### config.mk
export PLATFORM = sky130hd
export DESIGN_NAME = lsbj_audio_port
export DESIGN_NICKNAME = d
export VERILOG_FILES = /design/src/rtl/lsbj_pkg.sv /design/src/rtl/lsbj_tick_gen.sv /design/src/rtl/lsbj_tx_path.sv /design/src/rtl/lsbj_rx_path.sv /design/src/rtl/lsbj_audio_port.sv
export SDC_FILE = /design/constraint.sdc
export NUM_CORES = 1
export LEC_CHECK = 0
export ABC_AREA = 0
export BUFFER_PORTS_ARGS = -buffer_cell sky130_fd_sc_hd__buf_2
export CORE_AREA = 2 2 89 91
export DETAILED_ROUTE_END_ITERATION = 16
export DIE_AREA = 0 0 91 93
export PLACE_DENSITY = 0.79
export SLEW_MARGIN = 10
export SYNTH_ARGS = -nofsm -noshare
export SYNTH_HDL_FRONTEND = slang
export SYNTH_SLANG_ARGS = --single-unit
### constraint.sdc
create_clock -name clk -period 1.9 [get_ports clk]
set_input_delay 0.19 -clock clk [delete_from_list [all_inputs] [get_ports clk]]
set_output_delay 0.19 -clock clk [all_outputs]
set_load 0.03 [all_outputs]
### src/rtl/lsbj_pkg.sv
package lsbj_pkg;
  localparam int HW_W   = 16;               // half-word width
  localparam int BYTE_W = 8;                // zero-filled part of a 24-bit first half
  localparam int POS_W  = 6;                // bit position within a 64-bit frame
  localparam int HB_W   = $clog2(HW_W);     // bit index within a half-word

  typedef enum logic [1:0] {
    FMT_16  = 2'b00,
    FMT_24  = 2'b01,
    FMT_32  = 2'b10,
    FMT_32B = 2'b11
  } lsbj_fmt_e;

  // channel owning frame position p: 0 = left, 1 = right
  function automatic logic chan_of(input logic [POS_W-1:0] p, input logic [1:0] f);
    return (f == FMT_16) ? p[4] : p[5];
  endfunction

  // first half-word of a slot in the 24-bit format
  function automatic logic is_first24(input logic [POS_W-1:0] p, input logic [1:0] f);
    return (f == FMT_24) && !p[4];
  endfunction

  // last position of a frame
  function automatic logic [POS_W-1:0] frame_last(input logic [1:0] f);
    return (f == FMT_16) ? POS_W'(31) : POS_W'(63);
  endfunction
endpackage

### src/rtl/lsbj_tick_gen.sv
module lsbj_tick_gen #(
  parameter int CK_HALF = 4
) (
  input  logic clk,
  input  logic rst_n,
  input  logic en,
  output logic launch,
  output logic capture
);
  localparam int CNT_W = $clog2(CK_HALF) + 1;
  localparam logic [CNT_W-1:0] LAST = CNT_W'(CK_HALF - 1);

  logic [CNT_W-1:0] cnt_q;
  logic             ph_q;   // 0: next tick launches, 1: next tick captures

  always_ff @(posedge clk or negedge rst_n) begin
    if (!rst_n) begin
      cnt_q <= '0;
      ph_q  <= 1'b0;
    end else if (!en) begin
      cnt_q <= '0;
      ph_q  <= 1'b0;
    end else if (cnt_q == LAST) begin
      cnt_q <= '0;
      ph_q  <= ~ph_q;
    end else begin
      cnt_q <= cnt_q + 1'b1;
    end
  end

  assign launch  = en && (cnt_q == LAST) && !ph_q;
  assign capture = en && (cnt_q == LAST) &&  ph_q;
endmodule

### src/rtl/lsbj_tx_path.sv
module lsbj_tx_path
  import lsbj_pkg::*;
(
  input  logic             clk,
  input  logic             rst_n,
  input  logic             en,
  input  logic [1:0]       fmt,
  input  logic             launch,
  input  logic [HW_W-1:0]  tx_data,
  input  logic             tx_valid,
  output logic             tx_ready,
  output logic             tx_side,
  output logic             underrun,
  output logic             sd_o,
  output logic             ws,
  output logic [POS_W-1:0] lpos      // position of the bit on the line
);
  logic [POS_W-1:0] pos_q;           // next position to launch
  logic [HW_W-1:0]  hold_q, shreg_q, load_w;
  logic             full_q;
  logic             hw_start;
  logic [POS_W-1:0] ahead;

  assign hw_start = (pos_q[HB_W-1:0] == '0);
  assign ahead    = pos_q + POS_W'(HW_W);
  assign tx_ready = !full_q;

  always_comb begin
    load_w = full_q ? hold_q : '0;
    if (is_first24(pos_q, fmt)) load_w[HW_W-1:HW_W-BYTE_W] = '0;
  end

  always_ff @(posedge clk or negedge rst_n) begin
    if (!rst_n) begin
      pos_q <= '0; lpos <= '0; hold_q <= '0; shreg_q <= '0; full_q <= 1'b0;
      sd_o <= 1'b0; ws <= 1'b0; tx_side <= 1'b0; underrun <= 1'b0;
    end else if (!en) begin
      pos_q <= '0; lpos <= '0; hold_q <= '0; shreg_q <= '0; full_q <= 1'b0;
      sd_o <= 1'b0; ws <= 1'b0; tx_side <= 1'b0; underrun <= 1'b0;
    end else begin
      if (launch) begin
        if (hw_start) begin
          sd_o    <= load_w[HW_W-1];
          shreg_q <= {load_w[HW_W-2:0], 1'b0};
          tx_side <= chan_of(ahead, fmt);
          if (full_q) full_q <= 1'b0;
          else        underrun <= 1'b1;
        end else begin
          sd_o    <= shreg_q[HW_W-1];
          shreg_q <= {shreg_q[HW_W-2:0], 1'b0};
        end
        ws    <= chan_of(pos_q, fmt);
        lpos  <= pos_q;
        pos_q <= (pos_q == frame_last(fmt)) ? '0 : pos_q + 1'b1;
      end
      if (tx_valid && !full_q) begin
        hold_q <= tx_data;
        full_q <= 1'b1;
      end
    end
  end
endmodule

### src/rtl/lsbj_rx_path.sv
module lsbj_rx_path
  import lsbj_pkg::*;
(
  input  logic             clk,
  input  logic             rst_n,
  input  logic             en,
  input  logic [1:0]       fmt,
  input  logic             capture,
  input  logic [POS_W-1:0] lpos,
  input  logic             sd_i,
  output logic [HW_W-1:0]  rx_data,
  output logic             rx_valid,
  input  logic             rx_ready,
  output logic             rx_side,
  output logic             overrun
);
  logic [HW_W-2:0] acc_q;
  logic [HW_W-1:0] word_w;
  logic            done_w;

  assign done_w = capture && (lpos[HB_W-1:0] == {HB_W{1'b1}});

  always_comb begin
    word_w = {acc_q, sd_i};
    if (is_first24(lpos, fmt)) word_w[HW_W-1:HW_W-BYTE_W] = '0;
  end

  always_ff @(posedge clk or negedge rst_n) begin
    if (!rst_n) begin
      acc_q <= '0; rx_data <= '0; rx_valid <= 1'b0; rx_side <= 1'b0; overrun <= 1'b0;
    end else if (!en) begin
      acc_q <= '0; rx_data <= '0; rx_valid <= 1'b0; rx_side <= 1'b0; overrun <= 1'b0;
    end else begin
      if (capture) acc_q <= {acc_q[HW_W-3:0], sd_i};
      if (done_w) begin
        rx_data  <= word_w;
        rx_side  <= chan_of(lpos, fmt);
        rx_valid <= 1'b1;
        if (rx_valid && !rx_ready) overrun <= 1'b1;
      end else if (rx_valid && rx_ready) begin
        rx_valid <= 1'b0;
      end
    end
  end
endmodule

### src/rtl/lsbj_audio_port.sv
module lsbj_audio_port
  import lsbj_pkg::*;
#(
  parameter int CK_HALF = 4
) (
  input  logic        clk,
  input  logic        rst_n,
  input  logic        en,
  input  logic [1:0]  fmt,
  input  logic [15:0] tx_data,
  input  logic        tx_valid,
  output logic        tx_ready,
  output logic        tx_side,
  output logic [15:0] rx_data,
  output logic        rx_valid,
  input  logic        rx_ready,
  output logic        rx_side,
  output logic        underrun,
  output logic        overrun,
  output logic        ck,
  output logic        ws,
  output logic        sd_o,
  input  logic        sd_i
);
  logic             launch, capture;
  logic [POS_W-1:0] lpos;

  lsbj_tick_gen #(.CK_HALF(CK_HALF)) u_tick (
    .clk(clk), .rst_n(rst_n), .en(en), .launch(launch), .capture(capture)
  );

  lsbj_tx_path u_tx (
    .clk(clk), .rst_n(rst_n), .en(en), .fmt(fmt), .launch(launch),
    .tx_data(tx_data), .tx_valid(tx_valid), .tx_ready(tx_ready),
    .tx_side(tx_side), .underrun(underrun), .sd_o(sd_o), .ws(ws), .lpos(lpos)
  );

  lsbj_rx_path u_rx (
    .clk(clk), .rst_n(rst_n), .en(en), .fmt(fmt), .capture(capture),
    .lpos(lpos), .sd_i(sd_i), .rx_data(rx_data), .rx_valid(rx_valid),
    .rx_ready(rx_ready), .rx_side(rx_side), .overrun(overrun)
  );

  // bit clock: high from mid-bit capture to the next launch
  always_ff @(posedge clk or negedge rst_n) begin
    if (!rst_n)       ck <= 1'b0;
    else if (!en)     ck <= 1'b0;
    else if (capture) ck <= 1'b1;
    else if (launch)  ck <= 1'b0;
  end
endmodule

# Yosys cells after proc, flatten, opt, wreduce, memory -nomap -nowiden
# Cells that the tools add are included.
# word_totals
word_cells	109
inputBits	24
regBits	88
output_inout_bits	25
# op_classes
add_sub_neg	3
bitwise	1
n_reduce_logical	20
n_eq_ne	16
muxes	52
# op_table
cell	n
16-bit 2-to-1 mux	8
6-bit 2-to-1 mux	6
1-bit 2-to-1 mux	32
15-bit 2-to-1 mux	2
8-bit 2-to-1 mux	2
2-bit by 1-bit != test with 1-bit output (second input constant)	7
3-bit by 1-bit != test with 1-bit output (second input constant)	4
1-bit logical AND	9
6-bit by 1-bit adder with 6-bit output (second input constant)	1
6-bit by 5-bit adder with 6-bit output (second input constant)	1
6-bit equality test	1
3-bit 2-to-1 mux	2
2-bit AND reduction	3
1-bit zero test	5
4-bit equality test (second input constant)	1
4-bit zero test	1
3-bit by 1-bit adder with 3-bit output (second input constant)	1
3-bit by 2-bit equality test with 1-bit output (second input constant)	1
3-bit AND reduction	1
2-bit by 1-bit equality test with 1-bit output (second input constant)	1
2-bit zero test	1
2-bit != test (second input constant)	1
1-bit inverter	1

# Longest topological paths before layout
# Gate-level depths: netlist of the first run.
# depth
ltp_word	6
depth_mapped	8
mapped_depth_nobuf	6

# Hierarchy
# From an unflattened synthesis of the first run, not the netlist that was laid out.
# hier_totals
hier_cells	390
area_unflattened_um2	4037.6
# by_module_without_submodules
module	n_inst	cells_per_inst	seq_area_each_um2	area_each_um2
lsbj_tx_path	1	236	1201.2	2314.7
lsbj_rx_path	1	136	850.8	1498.9
lsbj_tick_gen	1	15	100.1	177.7
lsbj_audio_port	1	3	25.0	46.3

# Worst setup path before layout of the first run
# OpenSTA, ideal clock, no wires.
# synth_path
kind	flip-flop to flip-flop
startpoint	register u_tick.cnt_q[0]
endpoint	register u_tx.shreg_q[10]
setup_slack_ps	346
t_arrival_ps	1430
stages_incl_launch_ff	8
synth_period_minus_slack_ps	1554
path_buffers	2
setup_ps	124
t_required_ps	1776
cell_sequence	dfrtp_1 ha_1 nand2b_1 buf_6 or3b_4 buf_6 a221oi_2 nor2_1
# synth_via
elab_chain_len	4
# synth_rtl
item	line	text
start: declaration	lsbj_tick_gen.sv:13	logic [CNT_W-1:0] cnt_q;
start signal: assignment	lsbj_tick_gen.sv:27	cnt_q <= cnt_q + 1'b1;
3-bit by 2-bit equality test with 1-bit output	lsbj_tick_gen.sv:31	assign launch = en && (cnt_q == LAST) && !ph_q;
1-bit logical AND (2 in series)	lsbj_tick_gen.sv:31	
2-bit by 1-bit != test with 1-bit output (no source line)	--	
end signal: assignment	lsbj_tx_path.sv:44	shreg_q <= {load_w[HW_W-2:0], 1'b0};
end signal: assignment	lsbj_tx_path.sv:50	shreg_q <= {shreg_q[HW_W-2:0], 1'b0};
end: declaration	lsbj_tx_path.sv:19	logic [HW_W-1:0] hold_q, shreg_q, load_w;
# No other way between the ends.
# A chain may end at the register's enable or synchronous reset.

# Worst setup path in the final report of the first run
# layout_path
startpoint	register u_tx.pos_q[0]
endpoint	register u_tx.shreg_q[15]
# layout_via
elab_chain_len	4
# layout_rtl
item	line	text
start: declaration	lsbj_tx_path.sv:18	logic [POS_W-1:0] pos_q;
start signal: assignment	lsbj_tx_path.sv:54	pos_q <= (pos_q == frame_last(fmt)) ? '0 : pos_q + 1'b1;
4-bit zero test	lsbj_tx_path.sv:24	assign hw_start = (pos_q[HB_W-1:0] == '0);
16-bit 2-to-1 mux	lsbj_tx_path.sv:42	if (hw_start) begin
16-bit 2-to-1 mux	lsbj_tx_path.sv:41	if (launch) begin
16-bit 2-to-1 mux	lsbj_tx_path.sv:37	end else if (!en) begin
# No other way between the ends. The select of a mux whose other input is x is not followed.

==> results of run 1 <==
[worst max-delay path by stage]
stage / endpoint / cells past startpoint / startpoint / slack, ps
after floorplan: u_tx.shreg_q[10]$_DFFE_PN0P_ / 7 / u_tick.cnt_q[0]$_DFF_PN0_ / 350
after global placement: u_rx.rx_side$_DFFE_PN0P_ / 6 / u_tick.cnt_q[0]$_DFF_PN0_ / 260
after detailed placement: u_rx.rx_data[14]$_DFFE_PN0P_ / 5 / u_tick.cnt_q[0]$_DFF_PN0_ / 150
after CTS: u_rx.rx_data[14]$_DFFE_PN0P_ / 5 / u_tick.cnt_q[0]$_DFF_PN0_ / 130
after global routing: u_tx.shreg_q[9]$_DFFE_PN0P_ / 6 / u_tx.pos_q[0]$_DFFE_PN0P_ / 30
final: u_tx.shreg_q[15]$_DFFE_PN0P_ / 6 / u_tx.pos_q[0]$_DFFE_PN0P_ / 200
[sequential cells by signal, indices dropped and copies added, names as in the netlist]
register	flops
u_rx.overrun	1
u_tx.underrun	1
u_rx.rx_side	1
u_tx.sd_o	1
u_tx.tx_side	1
u_tick.cnt_q	3
u_tx.ws	1
u_tick.ph_q	1
ck	1
u_tx.lpos	6
u_rx.rx_data	16
u_rx.rx_valid	1
u_tx.hold_q	16
u_tx.shreg_q	15
u_tx.pos_q	6
u_tx.full_q	1
u_rx.acc_q	15
[per-layer routing]
metal / track usage, % / vias up / part of all wire, %
met5: 0 / - / 0
met4: 7.702 / 0 / 1.1
li1: - / 1471 / -
met1: 27.41 / 1468 / 47
met3: 2.901 / 7 / 3.6
met2: 31.85 / 64 / 48
[final cells by class]
class                           instances  area share, %
Clock buffer                            9          2.763
Clock inverter                          7          1.758
Inverter                                4         0.3349
Multi-Input combinational cell        288          36.14
Sequential cell                        87          48.56
Tap cell                              102          2.847
Timing Repair Buffer                   59          7.591
[placed cells by master, fill, tap and decap left out, drive strengths merged, types with 8 or more instances in the layout]
master / instances
a21oi: 19
dfrtp: 87
nand2: 115
a21boi: 33
nor2: 12
buf: 58
clkbuf: 9
a221oi: 8
nand3: 25
o21ai: 28
[metrics by stage]
step	hold WS [ps]	util [%]	instance area [um2]
detailed placement	112.0	56.65	4264
global placement	108.9	56.65	4264
floorplan	-105.6	-	3981
global route	61.32	59.56	4483
finish	61.83	59.56	4483
CTS	45.25	59.47	4477
[worst min-delay path, stage by stage]
cell	delay, ps
buf_2	90
nand2_1	40
o21ai_0	60
[cell families (layout without fill, tap and decap cells)]
kind of cell / after synthesis / count (layout)
xor+xnor: 3 / 3
fa+ha+maj: 3 / 3
flops: 87 / 87
mux: 2 / 2
buf+inv: 38 / 79
compound gates: 101 / 101
simple gates: 179 / 179
[where the power goes]
part	internal (uW)	leakage, uW	switching, uW	total (uW)
Combinational	119	0.000823	216	335
Clock	624	0.0000982	690	1310
Sequential	1910	0.00120	56.7	1960
Total	2650	0.00212	963	3610
[timing repair]
item                                    in CTS  in global routing
hold buffers                                 1                  0
endpoints found under the setup margin       0                  5
gates resized for setup                      0                  2
hold endpoints to repair                    23                  0
==> results by group, run 1 <==
Clocking
  – Clock Latency Late Sink: 350 ps
  – CTS Buffer Depth: 2
  – Root buf cell: clkbuf_8
  – Num Clock Sinks: 87
  – CTS tree: yes
  – Depth of the CTS H-tree: 3
  – Reg clk slew, reported paths: 90 ps
  – CTS Buf Count: 9
  – Post-CTS setup buffer count: 0

Synthesis
  – Simple-Gate Fraction of Synth Area: 20.33%
  – Area contributors post-synth: dfrtp_1 (55%), nand2_1 (11%), a21boi_0 (3.4%)
  – Largest family of logic cells by synthesized area: simple AND/OR/NAND/NOR gates
  – Post-synth top cells: nand2_1 (114), dfrtp_1 (87), nand3_1 (23), o21ai_0 (23), a21oi_1 (19)
  – Multiplexer share of the synthesized area: 0.5028%
  – Primary FF master, synth: dfrtp_1
  – EDFF count, synth: 0
  – Synthesized cell area: 0.003981 mm2
  – Complex-gate fraction of the synthesized area: 18.10%
  – Top cell type's share of synthesized area: 54.68%
  – Synth Area in XOR/XNOR: 0.6600%
  – Seq/Total Area, Yosys: 54.68%
  – Adder-Cell Fraction of Synth Area: 0.9428%
  – #FFs+latches synth: 87
  – Syn nets: 440
  – Mapped Cells: 413
  – Most frequent cell after synthesis: nand2_1
  – Distinct cells, synth: 44
  – Synth area leader: dfrtp_1
  – Share of synthesized flip-flops with an asynchronous set or reset: 100.0%
  – Yosys warnings: 0
  – Synthesized area per cell: 9.640 um2

Setup path
  – RR Endpoint: u_tx.shreg_q[15]$_DFFE_PN0P_
  – Critical Path Sink Type: flip-flop
  – Worst path bufs/invs: 1
  – Crit-path max FO: 8
  – Crit path max-delay family: compound AO/OA/AOI/OAI gates
  – Worst path slowest cell: dfrtp_1
  – Crit path launch type: flip-flop
  – Worst R2R Setup Slack: 200 ps
  – Reg2Reg Launch Point: u_tx.pos_q[0]$_DFFE_PN0P_
  – R2r worst-path depth: 6
  – Critical path class: reg -> reg
  – Max incr delay on CP: 440 ps
  – Req. time, crit path: 2180 ps
  – Worst-path cell chain: inv_1 > ha_1 > nor3b_1 > o311a_2 > a221oi_2 > nor2_1
  – Worst EP arrival: 1980 ps

STA
  – Fmax: 586.8 MHz
  – Tmin final: 1704 ps
  – Slew @ Worst Pin: 726.6 ps
  – Fin Setup TNS: 0 ps
  – Max Slew Vio Count: 0
  – Unrepaired setup endpoints after global routing: no
  – Final WS setup: 195.7 ps
  – Relative slew slack: 51.56%
  – Final setup fails: 0
  – Clock skew: 10.75 ps
  – Hold Fails Final Rpt: 0
  – Final period utilization: 89.70%

Place
  – Placed Cells: 539
  – I/O Buffers: 48
  – DP Wirelength: 5190 um
  – GP Congestion: 0.7546
  – Pre-CTS setup slack: 148.0 ps

Min path
  – Min-Delay Path Class: in -> reg
  – Min-Delay Path Depth: 3
  – Hold Path End: u_rx.acc_q[0]$_DFFE_PN0P_
  – Min-delay src: sd_i

Drt
  – Initial DRC Count: 268
  – Vias: 3010
  – DR vias/cell: 5.414
  – Final WL: 7744 um
  – Wire per inst: 13.93 um
  – DRT Pass-1 Iters: 4
  – Post-route DRC violation count: 0
  – Post-route ant nets: 0

Layout
  – Diodes inserted: 0
  – Net count, final: 476
  – Final std cells w/o fill: 556
  – Area of the multi-input gates: 0.001620 mm2
  – Area Growth Syn to Fin: 12.60%
  – Share of cells above drive strength 1: 20.26%
  – Reg area: 0.002177 mm2
  – Filler cells: 662

GRT
  – GRT overflow: 0
  – Initial antenna violation count: 0
  – First-pass GRT wire length: 13540 um
  – Total GRT Usage: 19.79%
  – Number of global-route vias before repair: 2889
  – Largest net degree at the start of global routing: 83

Floorplanning
  – Row cnt: 32
  – Die ar.: 0.008463 mm2
  – Die width: 91 um
  – Initial Util: 52.89%
  – Die Ht: 93 um
  – CORE AREA: 0.007527 mm2
  – IO Pins: 49

Status
  – Status: finished clean

Power
  – Peak VDD IR: 0.4388 mV
  – Leak Pwr: 0.002121 uW
  – Power per cell area: 806.0 mW/mm2
  – Power, Total: 3613 uW

Flow run
  – Max-cap violation count: 0
(Power assumes the default switching activity.)
==> inputs of run 2 (changes only) <==
- CAP_MARGIN: default -> 20
- CORE_AREA: 2 2 89 91 -> 2 2 80 101
- DIE_AREA: 0 0 91 93 -> 0 0 82 103
- SLEW_MARGIN: 10 -> default
==> run 2 against run 1 <==
Net effect:
- sequential share of layout area up 0.16 points
- clock skew up 2.8 ps
- combinational power down 1%
- total power up 0.19%
- via count down 2.4%
- register-to-register slack better by 20 ps
- hold slack worse by 19 ps
- critical path depth unchanged
- utilization down 0.51 points
- die area down 0.20%
- clock power about the same
- non-clock buffer count down 1
- critical endpoint unchanged
- largest power group unchanged
==> results by group, run 2 (synthesis gave the netlist of run 1 again) <==
Drt
  – DRT Pass-1 Iters: 4 (unchanged)
  – Initial DRC Count: 248 (was 268)
  – Final WL: 7588 um (was 7744 um)
  – Post-route DRC violation count: 0 (unchanged)
  – Vias: 2938 (was 3010)
  – Post-route ant nets: 0 (unchanged)
  – Wire per inst: 13.85 um (was 13.93 um)
  – DR vias/cell: 5.361 (was 5.414)

Layout
  – Fin util: 59.04% (was 59.56%)
  – Net count, final: 475 (was 476)
  – Final std cells w/o fill: 548 (was 556)
  – Filler cells: 656 (was 662)
  – Diodes inserted: 0 (unchanged)
  – Commonest non-fill, non-tap cell in the layout: nand2_1 (unchanged)
  – Regs by FF count: u_rx.rx_data (16), u_tx.hold_q (16) (unchanged)
  – Most frequent cells in the layout: nand2_1 (114), dfrtp_1 (87), buf_2 (47) (unchanged)
  – Area Growth Syn to Fin: 12.23% (was 12.60%)
  – Share of cells above drive strength 1: 20.09% (was 20.26%)

Clocking
  – CTS Buffer Depth: 2 (unchanged)
  – Depth of the CTS H-tree: 3 (unchanged)
  – CTS Buf Count: 9 (unchanged)
  – Num Clock Sinks: 87 (unchanged)
  – CTS tree: yes (unchanged)
  – Root buf cell: clkbuf_8 (unchanged)
  – Reg clk slew, reported paths: 100 ps (was 90 ps)
  – Clock Latency Late Sink: 370 ps (was 350 ps)

Setup path
  – Crit-path max FO: 8 (unchanged)
  – Worst EP arrival: 1980 ps (about the same)
  – Crit path launch type: flip-flop (unchanged)
  – CP startpoint: u_tx.pos_q[0]$_DFFE_PN0P_ (unchanged)
  – Critical path class: reg -> reg (unchanged)
  – Max incr delay on CP: 450 ps (was 440 ps)
  – Worst path slowest cell: dfrtp_1 (unchanged)
  – Critical Path Sink Type: flip-flop (unchanged)
  – Worst path bufs/invs: 1 (unchanged)
  – Crit path max-delay family: compound AO/OA/AOI/OAI gates (unchanged)
  – Req. time, crit path: 2200 ps (was 2180 ps)
  – Worst-path cell chain: inv_1 > ha_1 > nor3b_1 > o311a_2 > a221oi_2 > nor2_1 (unchanged)
  – Reg2Reg Launch Point: u_tx.pos_q[0]$_DFFE_PN0P_ (unchanged)

STA
  – Final setup fails: 0 (unchanged)
  – Unrepaired setup endpoints after global routing: no (unchanged)
  – Fin Setup TNS: 0 ps (unchanged)
  – Slew @ Worst Pin: 707.0 ps (was 726.6 ps)
  – Hold Fails Final Rpt: 0 (unchanged)
  – Clock skew: 13.53 ps (was 10.75 ps)
  – Fmax: 594.6 MHz (was 586.8 MHz)
  – Relative slew slack: 52.87% (was 51.56%)
  – Final period utilization: 88.51% (was 89.70%)
  – Max Slew Vio Count: 0 (unchanged)
  – Tmin final: 1682 ps (was 1704 ps)

Power
  – Leak Pwr: 0.002114 uW (was 0.002121 uW)
  – Clock power frac: 36.6% (was 36.4%)
  – Power per cell area: 810.3 mW/mm2 (was 806.0 mW/mm2)
  – Power, Total: 3620 uW (was 3613 uW)
  – Net Switching: 974.0 uW (was 962.7 uW)
  – Fraction of power spent switching nets: 26.91% (was 26.64%)
  – Internal power: 2646 uW (was 2651 uW)
  – Peak VDD IR: 0.5361 mV (was 0.4388 mV)
  – Logic gate share of total power: 9.1% (was 9.3%)
  – Sequential share of power: 54.2% (was 54.4%)

Flow run
  – Max-cap violation count: 0 (unchanged)

GRT
  – GRT overflow: 0 (unchanged)
  – Total GRT Usage: 20.12% (was 19.79%)
  – Initial antenna violation count: 0 (unchanged)
  – Number of global-route vias before repair: 2887 (was 2889)
  – First-pass GRT wire length: 13000 um (was 13540 um)
  – Largest net degree at the start of global routing: 82 (was 83)

Place
  – Placed Cells: 531 (was 539)
  – I/O Buffers: 48 (unchanged)
  – DP Wirelength: 4999 um (was 5190 um)
  – GP Congestion: 0.7561 (was 0.7546)

Min path
  – Min-Delay Path Class: in -> reg (unchanged)
  – Min-delay src: sd_i (unchanged)

Status
  – Status: finished clean (unchanged)

Floorplanning
  – Row cnt: 36 (was 32)
  – Die Ht: 103 um (was 93 um)
  – Die width: 82 um (was 91 um)
  – Initial Util: 52.61% (was 52.89%)
  – Die ar.: 0.008446 mm2 (was 0.008463 mm2)
  – IO Pins: 49 (unchanged)
  – CORE AREA: 0.007567 mm2 (was 0.007527 mm2)
[run 2: changes by cell type in the layout (fill, tap and decap cells not counted), sizes merged]
cell    before  now
inv          7    6
clkinv       1    2
buf         58   57
[run 2: layer usage]
metal | vias up | share of wire, % | track usage (%)
met5 | - | 0 | 0
met4 | 0 | 1.6 | 7.436
met3 | 11 | 3.9 | 4.466
met2 | 66 | 49 | 33.90
met1 | 1383 | 45 | 25.29
li1 | 1478 | - | -
[run 2: final timing paths]
path / end / cells after the start / slack, ps
worst max-delay path: u_tx.shreg_q[15]$_DFFE_PN0P_ / 6 / 220
worst min-delay path: u_rx.acc_q[0]$_DFFE_PN0P_ / 3 / 40
worst max register to register: u_tx.shreg_q[15]$_DFFE_PN0P_ / 6 / 220
worst min register to register: u_tick.cnt_q[0]$_DFF_PN0_ / 1 / 450
max in group asynchronous: u_rx.acc_q[5]$_DFFE_PN0P_ / 3 / 910
min in group asynchronous: u_tx.hold_q[4]$_DFFE_PN0P_ / 2 / 350
[run 2: layout make-up]
| cell class | count | area, um2 | share of cell area, % |
|---|---|---|---|
| inverters | 4 | 15.01 | 0.3360 |
| clock inverters | 7 | 80.08 | 1.792 |
| repair buffers | 58 | 332.8 | 7.449 |
| well taps | 95 | 118.9 | 2.660 |
| flip-flops and latches | 87 | 2177 | 48.73 |
| clock buffers | 9 | 123.9 | 2.772 |
| multi-input cells | 288 | 1620 | 36.26 |
[run 2: tightest hold or removal path, cell delays in order]
cell and delay (ps):
buf_2 90, nand2_1 40, o21ai_0 60
[run 2: repair_timing]
action,CTS,global route
setup buffers,0,0
hold buffers,1,0
resized for setup,0,2
hold endpoints to repair,39,0
setup endpoints to repair,0,3
[run 2: through the flow]
stage | hold slack (ps) | worst slack (ps) | area, um2
global route | 51.66 | 85.76 | 4468
CTS | 29.15 | 136.8 | 4462
global placement | 201.8 | 252.7 | 4248
finish | 43.08 | 218.3 | 4468
detailed placement | 208.0 | 171.7 | 4248
floorplan | -105.6 | 345.9 | 3981
[run 2: power by group through the flow]
| stage | clock, uW | combinational [uW] | sequential (uW) |
|---|---|---|---|
| 2_1_floorplan | 0 | 226 | 1980 |
| 3_3_place_gp | 0 | 327 | 2000 |
| 3_5_place_dp | 0 | 333 | 2000 |
| 4_1_cts | 1360 | 336 | 1960 |
| 5_1_grt | 1420 | 375 | 1970 |
| 6_report | 1330 | 330 | 1960 |
==> inputs of run 3 (changes only) <==
- PLACE_DENSITY: 0.79 -> 0.78
==> run 3 against run 2 <==
Net effect:
- global-route usage shrank 0.16 points
- utilization increased by 0.26 points
- critical path type unchanged
- highest routed layer unchanged
- largest cell class unchanged
- clock skew shrank 3.5 ps
- sequential share of layout area decreased by 0.22 points
- non-clock buffer count up 1
- hold slack better by 17 ps
==> results by group, run 3 (synthesis gave the netlist of run 1 again) <==
Floorplanning
  – Initial Util: 52.61% (unchanged)
  – CORE AREA: 0.007567 mm2 (unchanged)
  – IO Pins: 49 (unchanged)
  – Die ar.: 0.008446 mm2 (unchanged)
  – Row cnt: 36 (unchanged)
  – Die width: 82 um (unchanged)
  – Die Ht: 103 um (unchanged)

GRT
  – Number of global-route vias before repair: 2829 (was 2887)
  – First-pass GRT wire length: 12830 um (was 13000 um)
  – Total GRT Usage: 19.96% (was 20.12%)
  – Largest net degree at the start of global routing: 86 (was 82)
  – GRT overflow: 0 (unchanged)
  – Initial antenna violation count: 0 (unchanged)

STA
  – Hold Fails Final Rpt: 0 (unchanged)
  – Slew @ Worst Pin: 756.4 ps (was 707.0 ps)
  – Clock skew: 9.993 ps (was 13.53 ps)
  – Hold slack: 59.59 ps (was 43.08 ps)
  – Tmin final: 1710 ps (was 1682 ps)
  – Unrepaired setup endpoints after global routing: no (unchanged)
  – Max Slew Vio Count: 0 (unchanged)
  – Fin Setup TNS: 0 ps (unchanged)
  – Final period utilization: 89.98% (was 88.51%)
  – Fmax: 585.0 MHz (was 594.6 MHz)
  – Final setup fails: 0 (unchanged)
  – Relative slew slack: 49.57% (was 52.87%)

Min path
  – Min-Delay Path Class: in -> reg (unchanged)

Layout
  – Area of the multi-input gates: 0.001615 mm2 (was 0.001620 mm2)
  – Most frequent cells in the layout: nand2_1 (114), dfrtp_1 (87), buf_2 (47) (unchanged)
  – Commonest non-fill, non-tap cell in the layout: nand2_1 (unchanged)
  – Reg area: 0.002177 mm2 (unchanged)
  – Regs by FF count: u_rx.rx_data (16), u_tx.hold_q (16) (unchanged)
  – Filler cells: 666 (was 656)
  – Net count, final: 476 (was 475)
  – Final std cells w/o fill: 549 (was 548)
  – Diodes inserted: 0 (unchanged)
  – Share of cells above drive strength 1: 20.26% (was 20.09%)
  – Area Growth Syn to Fin: 12.73% (was 12.23%)

Power
  – Internal power: 2798 uW (was 2646 uW)
  – Leak Pwr: 0.002122 uW (was 0.002114 uW)
  – Power per cell area: 829.4 mW/mm2 (was 810.3 mW/mm2)
  – Logic gate share of total power: 9.0% (was 9.1%)
  – Sequential share of power: 52.7% (was 54.2%)
  – Net Switching: 923.8 uW (was 974.0 uW)
  – Peak VDD IR: 0.6169 mV (was 0.5361 mV)
  – Fraction of power spent switching nets: 24.82% (was 26.91%)
  – Clock power frac: 38.3% (was 36.6%)
  – Power, Total: 3722 uW (was 3620 uW)

Drt
  – Post-route ant nets: 0 (unchanged)
  – Post-route DRC violation count: 0 (unchanged)
  – Final WL: 7513 um (was 7588 um)
  – Vias: 2971 (was 2938)
  – Wire per inst: 13.68 um (was 13.85 um)
  – Initial DRC Count: 162 (was 248)
  – DR vias/cell: 5.412 (was 5.361)
  – DRT Pass-1 Iters: 4 (unchanged)

Setup path
  – Max incr delay on CP: 360 ps (was 450 ps)
  – Crit-path max FO: 31 (was 8)
  – Critical path class: reg -> reg (unchanged)
  – R2r worst-path depth: 6 (unchanged)
  – Worst R2R Setup Slack: 190 ps (was 220 ps)
  – Req. time, crit path: 2130 ps (was 2200 ps)
  – RR Endpoint: u_rx.rx_side$_DFFE_PN0P_ (was u_tx.shreg_q[15]$_DFFE_PN0P_)
  – Worst EP arrival: 1940 ps (was 1980 ps)
  – Worst path slowest cell: dfrtp_1 (unchanged)
  – Worst-path cell chain: ha_1 > and4b_1 > buf_4 > nand2_2 > nand3_1 > o21ai_0 (was inv_1 > ha_1 > nor3b_1 > o311a_2 > a221oi_2 > nor2_1)
  – Crit path capture: u_rx.rx_side$_DFFE_PN0P_ (was u_tx.shreg_q[15]$_DFFE_PN0P_)
  – Reg2Reg Launch Point: u_tick.cnt_q[0]$_DFF_PN0_ (was u_tx.pos_q[0]$_DFFE_PN0P_)
  – CP startpoint: u_tick.cnt_q[0]$_DFF_PN0_ (was u_tx.pos_q[0]$_DFFE_PN0P_)
  – Critical Path Sink Type: flip-flop (unchanged)
  – Crit path launch type: flip-flop (unchanged)

Place
  – I/O Buffers: 48 (unchanged)
  – GP Congestion: 0.7689 (was 0.7561)
  – DP Wirelength: 4997 um (was 4999 um)
  – Placed Cells: 532 (was 531)

Clocking
  – CTS tree: yes (unchanged)
  – Post-CTS setup buffer count: 0 (unchanged)
  – Clock Latency Late Sink: 360 ps (was 370 ps)
  – CTS Buffer Depth: 2 (unchanged)
  – Root buf cell: clkbuf_8 (unchanged)
  – Reg clk slew, reported paths: 90 ps (was 100 ps)
  – Depth of the CTS H-tree: 3 (unchanged)
  – Num Clock Sinks: 87 (unchanged)
  – CTS Buf Count: 9 (unchanged)

Status
  – Status: finished clean (unchanged)

Flow run
  – Max-cap violation count: 0 (unchanged)
[run 3: repair_timing]
item,in CTS,in global routing
hold buffers,1,0
hold endpoints to repair,20,0
endpoints found under the setup margin,0,1
gates resized for setup,0,1
[run 3: critical path, delay by kind of cell, from the launching register on]
family | cells | cell delay [ps]
buffers and inverters | 1 | 270
adders and majority gates | 1 | 190
DFF | 1 | 360
and+or+nand+nor | 3 | 660
AOI/OAI and AO/OA | 1 | 100
[run 3: power by group through the flow]
| stage | sequential (uW) | clock, uW | combinational (uW) |
|---|---|---|---|
| after CTS | 1960 | 1440 | 340 |
| after global placement | 2000 | 0 | 328 |
| after detailed placement | 2000 | 0 | 337 |
| final | 1960 | 1430 | 333 |
| after floorplan | 1980 | 0 | 226 |
| after global routing | 1970 | 1520 | 380 |
[run 3: worst min-delay path by stage]
stage / startpoint / to / slack [ps] / depth (start not counted)
finish: sd_i / u_rx.rx_data[0]$_DFFE_PN0P_ / 60 / 3
floorplan: rst_n / ck$_DFFE_PN0P_ / -110 / 0
global placement: rst_n / u_tx.hold_q[1]$_DFFE_PN0P_ / 100 / 1
detailed placement: rst_n / u_tx.hold_q[1]$_DFFE_PN0P_ / 100 / 1
global route: sd_i / u_rx.acc_q[0]$_DFFE_PN0P_ / 70 / 3
CTS: sd_i / u_rx.rx_data[0]$_DFFE_PN0P_ / 50 / 3
[run 3: layout make-up]
| type | count | area share (%) |
|---|---|---|
| clock inverter | 6 | 1.868 |
| sequential | 87 | 48.51 |
| multi-input combinational | 288 | 35.99 |
| clock buffer | 10 | 3.067 |
| timing repair buffer | 59 | 7.583 |
| tap | 95 | 2.648 |
| inverter | 4 | 0.3345 |
[run 3: layer usage]
layer	GRT usage (%)	share of wire [%]	vias to the layer above
met5	0	0	-
met4	9.744	2.2	0
met3	3.678	2.9	14
met2	33.27	51	54
met1	24.87	44	1429
li1	-	-	1474
[run 3: per-stage QoR]
stage	setup slack (ps)	cell area, um2	util, %
floorplan	345.9	3981	-
global placement	254.2	4255	56.23
detailed placement	189.0	4255	56.23
CTS	160.1	4487	59.29
global route	16.80	4488	59.31
finish	190.5	4488	59.31
